<file path="config.mk">
export PLATFORM = sky130hd
export DESIGN_NAME = fenv_save_seq
export DESIGN_NICKNAME = d
export VERILOG_FILES = /design/src/rtl/fenv_pkg.sv /design/src/rtl/fenv_exc_check.sv /design/src/rtl/fenv_slot_fmt.sv /design/src/rtl/fenv_addr_gen.sv /design/src/rtl/fenv_save_seq.sv
export SDC_FILE = /design/constraint.sdc
export NUM_CORES = 1
export LEC_CHECK = 0
export ABC_AREA = 0
export BUFFER_PORTS_ARGS = -buffer_cell sky130_fd_sc_hd__buf_2
export CAP_MARGIN = 20
export CORE_ASPECT_RATIO = 1.25
export CORE_MARGIN = 10
export CORE_UTILIZATION = 50
export CTS_BUF_LIST = sky130_fd_sc_hd__clkbuf_16
export DETAILED_ROUTE_END_ITERATION = 10
export GPL_ROUTABILITY_DRIVEN = 0
export PLACE_DENSITY = 0.77
export SLEW_MARGIN = 10
export SYNTH_ARGS = -nofsm -noshare
export SYNTH_HDL_FRONTEND = slang
export SYNTH_SLANG_ARGS = --single-unit
</file>
<file path="constraint.sdc">
create_clock -name clk_i -period 3.1 [get_ports clk_i]
set_clock_uncertainty 0.05 [all_clocks]
set_input_delay 0.62 -clock clk_i [delete_from_list [all_inputs] [get_ports clk_i]]
set_output_delay 0.62 -clock clk_i [all_outputs]
set_load 0.005 [all_outputs]
</file>
<file path="src/rtl/fenv_pkg.sv">
package fenv_pkg;

    localparam int WORD_W     = 16;
    localparam int OFF_W      = 32;
    localparam int OPC_W      = 11;
    localparam int BUS_W      = 32;
    localparam int EXC_W      = 6;
    localparam int SLOTS      = 7;
    localparam int SLOT_IDX_W = $clog2(SLOTS);

    // condition flag positions 8, 9, 10 and 14 of the status word
    localparam logic [WORD_W-1:0] CC_BITS = 16'h4700;

    typedef enum logic [1:0] {
        ST_IDLE,
        ST_DRAIN,
        ST_WRITE
    } seq_state_e;

    typedef struct packed {
        logic [WORD_W-1:0] ctrl;
        logic [WORD_W-1:0] stat;
        logic [WORD_W-1:0] tag;
        logic [OFF_W-1:0]  ip_off;
        logic [WORD_W-1:0] ip_sel;
        logic [OPC_W-1:0]  opc;
        logic [OFF_W-1:0]  dp_off;
        logic [WORD_W-1:0] dp_sel;
    } fpu_env_t;

endpackage

</file>
<file path="src/rtl/fenv_exc_check.sv">
module fenv_exc_check #(
    parameter int EXC_W = 6
) (
    input  logic [EXC_W-1:0] mask_i,
    input  logic [EXC_W-1:0] flag_i,
    output logic             pending_o
);
    logic [EXC_W-1:0] live;

    always_comb begin
        live      = flag_i & ~mask_i;
        pending_o = |live;
    end
endmodule

</file>
<file path="src/rtl/fenv_slot_fmt.sv">
module fenv_slot_fmt
    import fenv_pkg::*;
(
    input  fpu_env_t              env_i,
    input  logic                  wide_i,
    input  logic [SLOT_IDX_W-1:0] slot_i,
    output logic [BUS_W-1:0]      data_o
);
    localparam int PAD_W = BUS_W - WORD_W;
    localparam int OPC_PAD_W = BUS_W - WORD_W - OPC_W;

    logic [BUS_W-1:0] ip_word;
    logic [BUS_W-1:0] dp_word;
    logic [BUS_W-1:0] sel_opc_word;

    always_comb begin
        ip_word      = wide_i ? env_i.ip_off : {{PAD_W{1'b0}}, env_i.ip_off[WORD_W-1:0]};
        dp_word      = wide_i ? env_i.dp_off : {{PAD_W{1'b0}}, env_i.dp_off[WORD_W-1:0]};
        sel_opc_word = wide_i ? {{OPC_PAD_W{1'b0}}, env_i.opc, env_i.ip_sel}
                              : {{PAD_W{1'b0}}, env_i.ip_sel};
        case (slot_i)
            3'd0:    data_o = {{PAD_W{1'b0}}, env_i.ctrl};
            3'd1:    data_o = {{PAD_W{1'b0}}, env_i.stat};
            3'd2:    data_o = {{PAD_W{1'b0}}, env_i.tag};
            3'd3:    data_o = ip_word;
            3'd4:    data_o = sel_opc_word;
            3'd5:    data_o = dp_word;
            3'd6:    data_o = {{PAD_W{1'b0}}, env_i.dp_sel};
            default: data_o = '0;
        endcase
    end
endmodule

</file>
<file path="src/rtl/fenv_addr_gen.sv">
module fenv_addr_gen
    import fenv_pkg::*;
#(
    parameter int ADDR_W = 32
) (
    input  logic [ADDR_W-1:0]     base_i,
    input  logic [SLOT_IDX_W-1:0] slot_i,
    input  logic                  wide_i,
    output logic [ADDR_W-1:0]     addr_o
);
    logic [ADDR_W-1:0] offs;

    always_comb begin
        offs   = ADDR_W'(slot_i) << (wide_i ? 2 : 1);
        addr_o = base_i + offs;
    end
endmodule

</file>
<file path="src/rtl/fenv_save_seq.sv">
module fenv_save_seq
    import fenv_pkg::*;
#(
    parameter int ADDR_W = 32
) (
    input  logic                  clk_i,
    input  logic                  rst_ni,
    input  logic                  start_i,
    input  logic                  check_i,
    input  logic                  wide_i,
    input  logic [ADDR_W-1:0]     base_addr_i,
    input  logic                  fpu_idle_i,
    input  logic [WORD_W-1:0]     ctrl_word_i,
    input  logic [WORD_W-1:0]     stat_word_i,
    input  logic [WORD_W-1:0]     tag_word_i,
    input  logic [OFF_W-1:0]      ip_off_i,
    input  logic [WORD_W-1:0]     ip_sel_i,
    input  logic [OPC_W-1:0]      opcode_i,
    input  logic [OFF_W-1:0]      dp_off_i,
    input  logic [WORD_W-1:0]     dp_sel_i,
    output logic                  mem_req_o,
    output logic [ADDR_W-1:0]     mem_addr_o,
    output logic [BUS_W-1:0]      mem_wdata_o,
    output logic                  mem_wide_o,
    input  logic                  mem_ack_i,
    output logic                  env_upd_o,
    output logic [WORD_W-1:0]     ctrl_new_o,
    output logic [WORD_W-1:0]     stat_new_o,
    output logic                  handler_req_o,
    output logic                  done_o
);
    localparam logic [SLOT_IDX_W-1:0] LAST_SLOT = SLOT_IDX_W'(SLOTS - 1);
    localparam logic [WORD_W-1:0]     MASK_ALL  = WORD_W'((1 << EXC_W) - 1);

    typedef struct packed {
        seq_state_e            state;
        logic [SLOT_IDX_W-1:0] slot;
        logic                  wide;
        logic                  chk;
        logic [ADDR_W-1:0]     base;
        fpu_env_t              env;
        logic                  done;
        logic                  handler;
    } seq_regs_t;

    seq_regs_t regs_d, regs_q;
    fpu_env_t  live_env;
    logic      exc_pending;
    logic      upd_d;

    always_comb begin
        live_env.ctrl   = ctrl_word_i;
        live_env.stat   = stat_word_i;
        live_env.tag    = tag_word_i;
        live_env.ip_off = ip_off_i;
        live_env.ip_sel = ip_sel_i;
        live_env.opc    = opcode_i;
        live_env.dp_off = dp_off_i;
        live_env.dp_sel = dp_sel_i;
    end

    fenv_exc_check #(.EXC_W(EXC_W)) u_exc (
        .mask_i    (ctrl_word_i[EXC_W-1:0]),
        .flag_i    (stat_word_i[EXC_W-1:0]),
        .pending_o (exc_pending)
    );

    fenv_slot_fmt u_fmt (
        .env_i  (regs_q.env),
        .wide_i (regs_q.wide),
        .slot_i (regs_q.slot),
        .data_o (mem_wdata_o)
    );

    fenv_addr_gen #(.ADDR_W(ADDR_W)) u_addr (
        .base_i (regs_q.base),
        .slot_i (regs_q.slot),
        .wide_i (regs_q.wide),
        .addr_o (mem_addr_o)
    );

    always_comb begin
        regs_d         = regs_q;
        regs_d.done    = 1'b0;
        regs_d.handler = 1'b0;
        upd_d          = 1'b0;
        case (regs_q.state)
            ST_IDLE: begin
                if (start_i) begin
                    regs_d.state = ST_DRAIN;
                    regs_d.wide  = wide_i;
                    regs_d.chk   = check_i;
                    regs_d.base  = base_addr_i;
                end
            end
            ST_DRAIN: begin
                if (fpu_idle_i) begin
                    regs_d.env  = live_env;
                    regs_d.slot = '0;
                    if (regs_q.chk && exc_pending) begin
                        regs_d.handler = 1'b1;
                        regs_d.state   = ST_IDLE;
                    end else begin
                        regs_d.state = ST_WRITE;
                    end
                end
            end
            ST_WRITE: begin
                if (mem_ack_i) begin
                    if (regs_q.slot == LAST_SLOT) begin
                        upd_d        = 1'b1;
                        regs_d.done  = 1'b1;
                        regs_d.state = ST_IDLE;
                    end else begin
                        regs_d.slot = regs_q.slot + 1'b1;
                    end
                end
            end
            default: regs_d.state = ST_IDLE;
        endcase
    end

    always_ff @(posedge clk_i) begin
        if (!rst_ni) begin
            regs_q <= '0;
        end else begin
            regs_q <= regs_d;
        end
    end

    always_comb begin
        mem_req_o     = (regs_q.state == ST_WRITE);
        mem_wide_o    = regs_q.wide;
        env_upd_o     = upd_d;
        ctrl_new_o    = regs_q.env.ctrl | MASK_ALL;
        stat_new_o    = regs_q.env.stat & ~CC_BITS;
        handler_req_o = regs_q.handler;
        done_o        = regs_q.done;
    end


    idle_before_write_chk: assert property (@(posedge clk_i) disable iff (!rst_ni)
        $rose(mem_req_o) |-> $past(fpu_idle_i));


    hold_stable_chk: assert property (@(posedge clk_i) disable iff (!rst_ni)
        (mem_req_o && !mem_ack_i) |=>
            (mem_req_o && $stable(mem_addr_o) && $stable(mem_wdata_o) && $stable(mem_wide_o)));


    handler_no_write_chk: assert property (@(posedge clk_i) disable iff (!rst_ni)
        handler_req_o |-> (!mem_req_o && !done_o));


    upd_on_ack_chk: assert property (@(posedge clk_i) disable iff (!rst_ni)
        env_upd_o |-> (mem_req_o && mem_ack_i));


    done_after_upd_chk: assert property (@(posedge clk_i) disable iff (!rst_ni)
        done_o |-> $past(env_upd_o));


    done_single_chk: assert property (@(posedge clk_i) disable iff (!rst_ni)
        done_o |=> !done_o);
endmodule

</file>
* Yosys cells after proc, flatten, opt, wreduce, memory -nomap -nowiden
Cells that the tools add are included.
** Cells by class
- Reductions and logical operators :: 10
- Mux-type cells :: 17
- $add $sub $neg :: 2
- Shift-type cells :: 1
- Bitwise logic cells :: 2
- Eq/ne operators :: 13
** Operators with widths (count)
- 32-bit case mux with 7 select lines :: 1
- 32-bit two-way mux :: 2
- 32-bit adder :: 1
- 3-bit by 32-bit left shift with 32-bit output :: 1
- 27-bit two-way mux :: 1
- 5-bit two-way mux :: 2
- 3-bit == test, second input constant :: 3
- 2-bit two-way mux :: 4
- 4-bit AND reduction :: 2
- 6-bit bitwise AND :: 1
- 3-bit by 2-bit == test with 1-bit output, second input constant :: 2
- 2-bit inequality test, second input constant :: 3
- 6-bit inverter :: 1
- 2-bit case mux with 3 select lines :: 1
- 3-bit case mux with 2 select lines :: 1
- 6-bit OR reduction :: 1
- 1-bit two-way mux :: 4
- 2-bit by 1-bit inequality test with 1-bit output, second input constant :: 2
- 2-bit AND reduction :: 2
- 3-bit by 1-bit adder with 3-bit output, second input constant :: 1
- 3-bit by 1-bit == test with 1-bit output, second input constant :: 1
- 3-bit logical NOT :: 1
- 3-bit two-way mux :: 1
- 3-bit AND reduction :: 1
- 5 further kinds :: 5
** Word-level totals
- Output and inout bits :: 101
- Word-level logic and storage cells :: 60
- Bits of input ports :: 194
- Register bits :: 196

* Depth between registers and ports, before layout
Gate-level depths: netlist (run 1).
- Depth after elaboration :: 7
- Mapped depth :: 10
- Mapped depth without buffers :: 8

* By module
From an unflattened synthesis (run 1), not the netlist that was laid out.
** Unflattened totals
- Cell total of the unflattened synthesis :: 1203
- Area total of the unflattened synthesis :: 9618.0 um^2
** By module, submodules not included
- fenv_save_seq :: sequential area each 3923.8 um^2, instances 1, cells an instance 896, area an instance 7328.3 um^2
- fenv_slot_fmt :: sequential area each 0.0 um^2, instances 1, cells an instance 186, area an instance 1391.3 um^2
- fenv_addr_gen :: sequential area each 0.0 um^2, instances 1, cells an instance 111, area an instance 850.8 um^2
- fenv_exc_check :: sequential area each 0.0 um^2, instances 1, cells an instance 10, area an instance 47.5 um^2

* Least setup slack after synthesis (run 1)
Ideal clock, no wire load.
- Path type :: register to output
- From :: register regs_q[193]
- To :: output mem_addr_o[18]
- Data required time :: 2430 ps
- Path slack :: 201 ps
- Arrival :: 2229 ps
- Stages on the path, launching flop included :: 11
- Path buffers :: 2
- Path through :: dfxtp_1 -> buf_2 -> inv_1 -> clkbuf_1 -> o21ai_0 -> ha_1 -> and2_1 -> a21boi_0 -> nor3_2 -> nand4_1 -> xnor2_1
** Between the ends
- Longest elaborated chain between the ends :: 2
** RTL lines
- start, declared :: RTL line fenv_save_seq.sv:46 : seq_regs_t regs_d, regs_q;
- start signal, assigned :: RTL line fenv_save_seq.sv:127 : regs_q <= regs_d;
- 3-bit by 32-bit left shift with 32-bit output :: RTL line fenv_addr_gen.sv:14 : offs = ADDR_W'(slot_i) << (wide_i ? 2 : 1);
- 32-bit adder :: RTL line fenv_addr_gen.sv:15 : addr_o = base_i + offs;
- end, declared :: RTL line fenv_save_seq.sv:22 : output logic [ADDR_W-1:0] mem_addr_o,
Every way passes these cells.

* Final worst setup path (run 1)
- From :: register regs_q[192]
- To :: output mem_addr_o[11]
Same word-level chain as after synthesis.

==> metrics.yaml, run 1 <==
timing:
  drv_slew: 0
  whs_ps: 376
  post-route-min-period_ps: 3100
  rsz0062_at_grt: "true"
  finalCritPeriodShare: 1.00
  fmax_mhz: 322
  fin_ws_ps: -1.29
  tns_ps: -1.29
  setup_violations: 1
  hold_viol: 0
  slew_headroom: 0.527
  tightest_slew_ps: 709
global_route:
  overflow: 0
  grt_pass1_wl_mm: 44.5
  antenna_found_initial: 0
  grt_usage: 0.225
  grt_max_degree: 83
  grt_pass1_vias: 8595
drt:
  routed.top_layer: "met4"
  vias: 8783
  viasPerCell: 5.44
  routedWlPerCell_um: 17.8
  first_pass_iters: 7
  drc: 0
  dr_wl_met2_mm: 14.1
  drt_iter0_markers: 844
  m1WireLength_mm: 11.6
  ant_nets: 0
  routed_wl_mm: 28.7
  met3_wirelength_mm: 2.46
placement:
  hpwl_mm: 21.0
  post-place-ws_ps: 153
  placed_cells: 1569
  portBuffers: 284
critical_path:
  r2r_setup_slack_ps: 1180
  reg2reg_to: "regs_q[20]"
  r2r-start: "regs_q[194]"
  cp.arrival_ps: 2430
  crit_type: "reg -> out"
  cp-end-kind: "output pin"
  critPathMaxFanout: 7
  crit_required_ps: 2430
  r2r.worst_path.cells: 5
  endpoint: "mem_addr_o[11]"
  cp-startpoint: "regs_q[192]"
  start_kind: "flip-flop"
yosys:
  synth_edf_count: 0
  ys_ff_latch: 196
  synth.yosys.seq_area_share: 0.424
  synthTopCellsByArea: "dfxtp_1, nand2_1, a21boi_0, a222oi_1, buf_4"
  yosysMostFrequentCell: "nand2_1"
  synthCells: 1143
  yosys-top-cells-count: "nand2_1, dfxtp_1, a21boi_0"
  yosysUniqueCellTypes: 49
  syn_area_mm2: 0.00925
  synth_ff_type: "dfxtp_1"
  synth.top_cell.area_share: 0.424
  avgSynthCellArea_um2: 8.09
  yosysWarnings: 0
  async_flop_share: 0
  synth_top_cell_by_area: "dfxtp_1"
power_and_ir_drop:
  p_total_mw: 5.71
  p_clk_frac: 0.419
  p_seq_frac: 0.475
  switching_share: 0.241
  combPwrFrac: 0.106
  leakage_nw: 4.85
  switchingPower_mw: 1.38
  intPower_mw: 4.34
  power.density_mw_per_mm2: 495
  peakVddDrop_mv: 0.371
clock_tree:
  insertion_delay_ps: 430
  htree_levels: 4
  clk_pin_slew_ps: 80
  cts_tree: "built"
  cts_max_path_buffers: 2
  cts_made_buffers: 17
  cts.sinks: 196
  root_buffer: "clkbuf_16"
  hold_buffers: 0
die:
  num_rows: 55
  dieWidth_um: 142
  ioPinCount: 295
  die_area_mm2: 0.0244
  initial_core_util: 0.509
  die_height_um: 172
  core_mm2: 0.0182
cells_and_area:
  layout.nets: 1580
  num-fill-cells: 1633
  area_delta_synth_final_pct: 24.9
  final_layout_size_suffix_gt1_frac: 0.280
  stdcell_count: 1614
  antenna_cells: 0
status:
  violations: "setup timing"
  run_status: "complete, but fails checks"
run:
  drv_cap: 0
worst_hold_path:
  min_path_type: "in -> reg"
sequential cells by signal (all words and copies together) (netlist names):
register and cells:
mem_wide_o 1, regs_q 171, stat_new_o 12, ctrl_new_o 10
done_o 1, handler_req_o 1
area by class of cell:
cell class	instances	area, µm²	share of cell area
clock inverters	14	210	0.0182
flip-flops and latches	196	3940	0.341
inverters	13	51.3	0.00444
repair buffers	321	1760	0.152
well taps	228	285	0.0247
multi-input cells	825	4880	0.423
clock buffers	17	425	0.0368
layout by cell type (no fill, tap or decap), drive strengths merged, types with 8 or more instances in the layout:
| master | synthesis | final |
|---|---|---|
| nand2 | 392 | 392 |
| buf | 65 | 321 |
| dfxtp | 196 | 196 |
| a21boi | 192 | 192 |
| nor2 | 41 | 41 |
| a222oi | 37 | 37 |
| xnor2 | 20 | 20 |
| inv | 13 | 19 |
| nand3 | 17 | 17 |
| clkbuf | 54 | 17 |
| conb | 2 | 12 |
| ha | 11 | 11 |
| xor2 | 10 | 10 |
| a21oi | 9 | 9 |
| and2 | 9 | 9 |
| a211o | 8 | 8 |
| o21ai | 8 | 8 |
worst max-delay path: stages, from the launching register on:
cell	delay, ps
dfxtp_4	380
inv_4	50
o21ai_4	160
ha_4	220
o211ai_1	250
buf_4	170
o21ai_4	60
a21o_4	270
and3_4	170
xor2_1	130
buf_2	130
worst min-delay path by stage:
stage	start	endpoint	cells past startpoint
after floorplan	regs_q[18]	regs_q[18]	2
after detailed placement	regs_q[71]	regs_q[71]	2
final	stat_word_i[7]	stat_new_o[7]	3
after global routing	ip_off_i[22]	regs_q[99]	3
after global placement	regs_q[71]	regs_q[71]	2
after CTS	stat_word_i[7]	stat_new_o[7]	3
repair_timing:
action                                  in CTS  in global routing
endpoints found under the setup margin      40                 25
cloned                                       0                  0
buffers inserted                             3                 11
gates resized for setup                     16                 27
pin swaps                                    8                 22
metrics by stage:
step	cell area, µm²	utilization
floorplan	9290	-
global placement	10700	0.586
detailed placement	10700	0.586
CTS	11300	0.625
global route	11600	0.636
finish	11600	0.636
kinds of logic (layout without fill, tap and decap cells):
group / Yosys count / after routing / share of synthesized area
and+or+nand+nor: 484 / 484 / 0.215
DFF: 196 / 196 / 0.424
other: 2 / 12 / 0.000812
adders and majority gates: 12 / 12 / 0.0170
xor gates and xnor gates: 30 / 30 / 0.0284
buffers and inverters: 132 / 365 / 0.0701
AOI/OAI and AO/OA: 286 / 286 / 0.243
muxes: 1 / 1 / 0.00108
routing by layer:
| layer | up-vias | track usage |
|---|---|---|
| li1 | 4285 | - |
| met5 | - | 0 |
| met4 | 0 | 0.0712 |
| met2 | 366 | 0.373 |
| met1 | 4096 | 0.275 |
| met3 | 36 | 0.0659 |
power by group through the flow:
| stage | clock network (mW) | registers (mW) | logic, mW |
|---|---|---|---|
| 3_5_place_dp | 0 | 2.77 | 0.592 |
| 3_3_place_gp | 0 | 2.76 | 0.583 |
| 6_report | 2.39 | 2.71 | 0.606 |
| 2_1_floorplan | 0 | 2.74 | 0.349 |
| 5_1_grt | 2.53 | 2.73 | 0.681 |
| 4_1_cts | 2.43 | 2.71 | 0.599 |
Power figures use the tool's default switching activity.
==> run 2: changes to the inputs <==
--- a/config.mk
+++ b/config.mk
@@ -10,11 +10,13 @@
 export CAP_MARGIN = 20
 export CORE_ASPECT_RATIO = 1.25
 export CORE_MARGIN = 10
-export CORE_UTILIZATION = 50
+export CORE_UTILIZATION = 34
 export CTS_BUF_LIST = sky130_fd_sc_hd__clkbuf_16
 export DETAILED_ROUTE_END_ITERATION = 10
 export GPL_ROUTABILITY_DRIVEN = 0
-export PLACE_DENSITY = 0.77
+export PLACE_DENSITY = 0.55
+export RECOVER_POWER = 25
+export SKIP_LAST_GASP = 1
 export SLEW_MARGIN = 10
 export SYNTH_ARGS = -nofsm -noshare
 export SYNTH_HDL_FRONTEND = slang
==> metrics.yaml, run 2 (same netlist as run 1, synthesis figures left out) <==
status:
  run_status: "complete, but fails checks"
  violations: "capacitance limit, slew limit, setup timing"
drt:
  routedWlPerCell_um: 19.1  # +7.4%
  vias: 8738  # -0.51%
  first_pass_iters: 6  # -1
  viasPerCell: 5.01  # -7.9%
  routed_wl_mm: 33.3  # +16%
  drc: 0  # unchanged
  drt_iter0_markers: 698  # -17%
  ant_nets: 0  # unchanged
placement:
  portBuffers: 284  # unchanged
  placed_cells: 1691  # +7.8%
  hpwl_mm: 24.5  # +17%
  post-place-ws_ps: -15.5  # -168 ps
global_route:
  grt_max_degree: 138  # +66%
  grt_pass1_vias: 8846  # +2.9%
  grt_pass1_wl_mm: 50.9  # +14%
  overflow: 0  # unchanged
  grt_usage: 0.186  # -0.0387
  antenna_found_initial: 12  # +12
die:
  num_rows: 67  # +22%
  initial_core_util: 0.345  # -0.164
  core_mm2: 0.0268  # +48%
  dieWidth_um: 168  # +18%
  ioPinCount: 295  # unchanged
  die_height_um: 204  # +19%
  die_area_mm2: 0.0342  # +40%
timing:
  whs_ps: 381  # +5.23 ps
  hold_viol: 0  # unchanged
  post-route-min-period_ps: 3110  # +8.18 ps
  tightest_slew_ps: 1560  # +848 ps
  tns_ps: -9.47  # -8.18 ps
  rsz0062_at_grt: "true"
  slew_headroom: -0.0385  # -0.566
  drv_slew: 138  # +138
  finalCritPeriodShare: 1.00  # +0.00264
  fmax_mhz: 322  # -0.26%
  setup_violations: 1  # unchanged
  fin_ws_ps: -9.47  # -8.18 ps
cells_and_area:
  num-fill-cells: 2797  # +71%
  stdcell_count: 1744  # +8.1%
  area_delta_synth_final_pct: 27.9
  final_common_cell: "nand2_1"
  largest_reg_flops: 171  # unchanged
  top_register: "regs_q"
  final_cell_mix: "nand2_1, buf_2, dfxtp_1"
  final_layout_size_suffix_gt1_frac: 0.268  # -0.0115
  layout.nets: 1586  # +0.38%
power_and_ir_drop:
  switching_share: 0.266  # +0.0253
  switchingPower_mw: 1.51  # +9.4%
  peakVddDrop_mv: 0.346  # -6.8%
  intPower_mw: 4.15  # -4.3%
  leakage_nw: 4.84  # -0.31%
  combPwrFrac: 0.112  # +0.006
  power.density_mw_per_mm2: 478  # -3.3%
  p_clk_frac: 0.408  # -0.011
  p_seq_frac: 0.480  # +0.005
clock_tree:
  cts_made_buffers: 17  # unchanged
  insertion_delay_ps: 430  # about the same
  cts_tree: "built"
  cts_max_path_buffers: 2  # unchanged
  htree_levels: 4  # unchanged
  root_buffer: "clkbuf_16"
  clk_pin_slew_ps: 80  # about the same
  cts.sinks: 196  # unchanged
critical_path:
  start_kind: "flip-flop"
  cp-end-kind: "output pin"
  crit_type: "reg -> out"
  crit_required_ps: 2430  # about the same
  cp.arrival_ps: 2440  # about the same
  critPathMaxFanout: 7  # unchanged
worst_hold_path:
  min_path_type: "in -> reg"
run:
  drv_cap: 1  # +1
run 2: cell count changes in the layout (fill, tap and decap cells not counted), moves of 3 or more:
| cell | delta |
|---|---|
| buf_2 | -23 |
| clkinv_4 | +3 |
| diode_2 | +6 |
| inv_8 | +3 |
| clkbuf_1 | +25 |
| buf_12 | +3 |
| bufinv_16 | -3 |
| buf_4 | -5 |
run 2: timing repair:
action	4_1_cts	5_1_grt
hold buffers	0	0
pin swaps	12	19
setup buffers	11	3
cloned	2	0
endpoints found under the hold margin	0	0
endpoints found under the setup margin	38	47
resized for setup	32	24
run 2: layout make-up:
| class | count | area, µm² | share of cell area |
|---|---|---|---|
| diodes | 6 | 15.0 | 0.00127 |
| clock buffers | 17 | 425 | 0.0360 |
| clock inverters | 15 | 194 | 0.0164 |
| inverters | 13 | 56.3 | 0.00476 |
| multi-input cells | 825 | 4920 | 0.416 |
| flip-flops and latches | 196 | 3940 | 0.333 |
| well taps | 345 | 432 | 0.0365 |
| repair buffers | 327 | 1860 | 0.157 |
run 2: routing by layer:
metal	up-vias	track usage	part of all wire
li1	4313	-	-
met1	4064	0.218	0.41
met2	308	0.312	0.48
met3	43	0.0664	0.083
met4	10	0.0582	0.022
met5	-	0	0.0020
run 2: path summary, 6_finish.rpt:
path	slack [ps]	from	cells after the start	endpoint
worst max-delay path	-9	mem_wide_o	9	mem_addr_o[11]
worst min-delay path	380	base_addr_i[24]	3	regs_q[181]
worst max register to register	560	regs_q[194]	5	regs_q[16]
worst min register to register	420	regs_q[133]	2	regs_q[133]
run 2: worst max-delay path: stages, from the launching register on:
cell	delay [ps]
dfxtp_4	370
buf_6	120
o21ai_4	160
ha_4	230
o211ai_1	330
o21ai_2	120
a21o_4	260
and3_4	180
xor2_1	130
buf_2	130
run 2: power by group through the flow:
| stage | Sequential (mW) | Combinational, mW | Clock [mW] |
|---|---|---|---|
| 2_1_floorplan | 2.74 | 0.349 | 0 |
| 3_3_place_gp | 2.77 | 0.614 | 0 |
| 3_5_place_dp | 2.77 | 0.619 | 0 |
| 4_1_cts | 2.71 | 0.637 | 2.37 |
| 5_1_grt | 2.73 | 0.711 | 2.46 |
| 6_report | 2.72 | 0.634 | 2.31 |
run 2: per-stage QoR:
step | util | total power, mW | area [µm²]
3_5_place_dp | 0.405 | 3.39 | 10900
2_1_floorplan | - | 3.09 | 9290
6_report | 0.441 | 5.66 | 11800
5_1_grt | 0.441 | 5.90 | 11800
4_1_cts | 0.438 | 5.72 | 11800
3_3_place_gp | 0.405 | 3.39 | 10900
==> run 3: changes to the inputs <==
--- a/config.mk
+++ b/config.mk
@@ -10,11 +10,11 @@
 export CAP_MARGIN = 20
 export CORE_ASPECT_RATIO = 1.25
 export CORE_MARGIN = 10
-export CORE_UTILIZATION = 34
+export CORE_UTILIZATION = 27
 export CTS_BUF_LIST = sky130_fd_sc_hd__clkbuf_16
 export DETAILED_ROUTE_END_ITERATION = 10
 export GPL_ROUTABILITY_DRIVEN = 0
-export PLACE_DENSITY = 0.55
+export PLACE_DENSITY = 0.46
 export RECOVER_POWER = 25
 export SKIP_LAST_GASP = 1
 export SLEW_MARGIN = 10
==> metrics.yaml, run 3 (same netlist as run 1, synthesis figures left out) <==
status:
  run_status: "complete, but fails checks"
  violations: "capacitance limit, slew limit"
critical_path:
  r2r_setup_slack_ps: 1260  # +700 ps
  reg2reg_to: "regs_q[17]"
  start_kind: "flip-flop"
  crit_required_ps: 2430  # about the same
  cp-end-kind: "output pin"
  critPathMaxFanout: 7  # unchanged
  r2r-start: "regs_q[195]"
  crit_type: "reg -> out"
  cp.arrival_ps: 2370  # -70 ps
  cp-startpoint: "regs_q[191]"
  endpoint: "mem_addr_o[11]"
  r2r.worst_path.cells: 4  # -1
drt:
  first_pass_iters: 6  # unchanged
  ant_nets: 0  # unchanged
  routedWlPerCell_um: 18.5  # -3.3%
  drc: 0  # unchanged
  viasPerCell: 4.75  # -5.3%
  drt_iter0_markers: 526  # -25%
  routed_wl_mm: 33.6  # +0.94%
  vias: 8641  # -1.1%
cells_and_area:
  final_cell_mix: "nand2_1, buf_2, dfxtp_1"
  top_register: "regs_q"
  layout.nets: 1589  # +0.19%
  area_delta_synth_final_pct: 28.0  # about the same
  largest_reg_flops: 171  # unchanged
  stdcell_count: 1821  # +4.4%
  multi_input_area_mm2: 0.00491  # -0.10%
  final_layout_size_suffix_gt1_frac: 0.271  # +0.00229
  final_area_mm2: 0.0118  # about the same
  num-fill-cells: 3626  # +30%
  register_area_mm2: 0.00394  # unchanged
  final_common_cell: "nand2_1"
clock_tree:
  clk_pin_slew_ps: 80  # about the same
  cts_tree: "built"
  insertion_delay_ps: 450  # +20 ps
  root_buffer: "clkbuf_16"
  cts_max_path_buffers: 2  # unchanged
  cts_made_buffers: 17  # unchanged
  htree_levels: 4  # unchanged
  cts.sinks: 196  # unchanged
die:
  die_area_mm2: 0.0421  # +23%
  die_height_um: 227  # +11%
  core_mm2: 0.0337  # +26%
  num_rows: 75  # +12%
  initial_core_util: 0.275  # -0.0702
  dieWidth_um: 186  # +11%
  ioPinCount: 295  # unchanged
run:
  drv_cap: 1  # unchanged
global_route:
  antenna_found_initial: 6  # -6
  overflow: 0  # unchanged
  grt_pass1_wl_mm: 50.7  # -0.35%
  grt_pass1_vias: 8669  # -2.0%
  grt_max_degree: 157  # +14%
  grt_usage: 0.154  # -0.0320
placement:
  portBuffers: 284  # unchanged
  placed_cells: 1770  # +4.7%
  placed_area_mm2: 0.0109  # +0.64%
  hpwl_mm: 24.3  # -0.99%
  post-place-ws_ps: 47.4  # +62.9 ps
power_and_ir_drop:
  p_total_mw: 5.64  # -0.33%
  intPower_mw: 4.12  # -0.71%
  p_clk_frac: 0.407  # about the same
  switching_share: 0.269  # +0.00275
  leakage_nw: 4.81  # -0.55%
  switchingPower_mw: 1.52  # +0.70%
  combPwrFrac: 0.112  # about the same
  power.density_mw_per_mm2: 476  # -0.41%
  peakVddDrop_mv: 0.315  # -8.9%
  p_seq_frac: 0.481  # about the same
worst_hold_path:
  min_path_type: "in -> reg"
timing:
  tns_ps: 0  # +9.47 ps
  tightest_slew_ps: 2180  # +626 ps
  post-route-min-period_ps: 3040  # -71.7 ps
  drv_slew: 53  # -62%
  finalCritPeriodShare: 0.980  # -0.0231
  fin_ws_ps: 62.3  # +71.7 ps
  hold_viol: 0  # unchanged
  setup_violations: 0  # -1
  rsz0062_at_grt: "true"
  slew_headroom: -0.456  # -0.417
  fmax_mhz: 329  # +2.4%
==> run 3: cell count changes in the layout (fill, tap and decap cells not counted), moves of 2 or more <==
| cell | change |
|---|---|
| and2_1 | -2 |
| clkinv_8 | -2 |
| buf_12 | -2 |
| o21ai_2 | -2 |
| inv_8 | -2 |
| clkbuf_2 | -2 |
| clkbuf_1 | -3 |
| buf_6 | +2 |
| buf_4 | +9 |
| diode_2 | -4 |
| bufbuf_16 | -2 |
| buf_2 | +3 |
| o21ai_1 | +2 |
==> run 3: layer usage <==
layer  track usage  wire length, µm  vias up  part of all wire
met3        0.0388             2230       30             0.066
met1         0.202            15600     4040              0.46
met4        0.0485              500        4             0.015
li1              -                -     4317                 -
met2         0.244            15300      250              0.46
met5             0               21        -           0.00062
==> run 3: area by class of cell <==
class	instances	share of cell area
multi-input cells	825	0.415
repair buffers	330	0.153
diodes	2	0.000423
inverters	13	0.00433
flip-flops and latches	196	0.332
clock inverters	15	0.0143
clock buffers	17	0.0359
well taps	423	0.0447
==> run 3: critical path, cell delays in order (launching register included) <==
cell and delay (ps):
dfxtp_4 370, inv_4 90, nor2_2 50, ha_1 200, a211oi_1 320, o21ai_1 130, a21o_2 300, and3_1 200
xor2_1 130, buf_2 130
==> run 3: worst min-delay path by stage <==
stage / startpoint / slack, ps / endpoint / cells past startpoint
finish: stat_word_i[11] / 360 / stat_new_o[11] / 3
floorplan: regs_q[18] / 390 / regs_q[18] / 2
CTS: dp_off_i[3] / 320 / regs_q[21] / 3
detailed placement: regs_q[23] / 410 / regs_q[23] / 2
global placement: regs_q[54] / 400 / regs_q[54] / 2
global route: dp_off_i[3] / 340 / regs_q[21] / 3
==> run 3: power by group through the flow <==
stage | sequential [mW] | combinational [mW] | clock (mW)
finish | 2.71 | 0.629 | 2.30
global route | 2.73 | 0.710 | 2.47
CTS | 2.71 | 0.635 | 2.39
detailed placement | 2.77 | 0.625 | 0
global placement | 2.77 | 0.621 | 0
floorplan | 2.74 | 0.349 | 0
==> run 3: timing repair <==
| item | in CTS | in global routing |
|---|---|---|
| setup buffers | 4 | 14 |
| gates resized for setup | 24 | 26 |
| setup endpoints to repair | 41 | 41 |
| hold buffers | 0 | 0 |
| pin swaps | 10 | 19 |
==> run 3: metrics by stage <==
| stage | util | hold WS [ps] |
|---|---|---|
| floorplan | - | 393 |
| global placement | 0.325 | 401 |
| detailed placement | 0.325 | 407 |
| CTS | 0.346 | 322 |
| global route | 0.351 | 339 |
| finish | 0.351 | 358 |
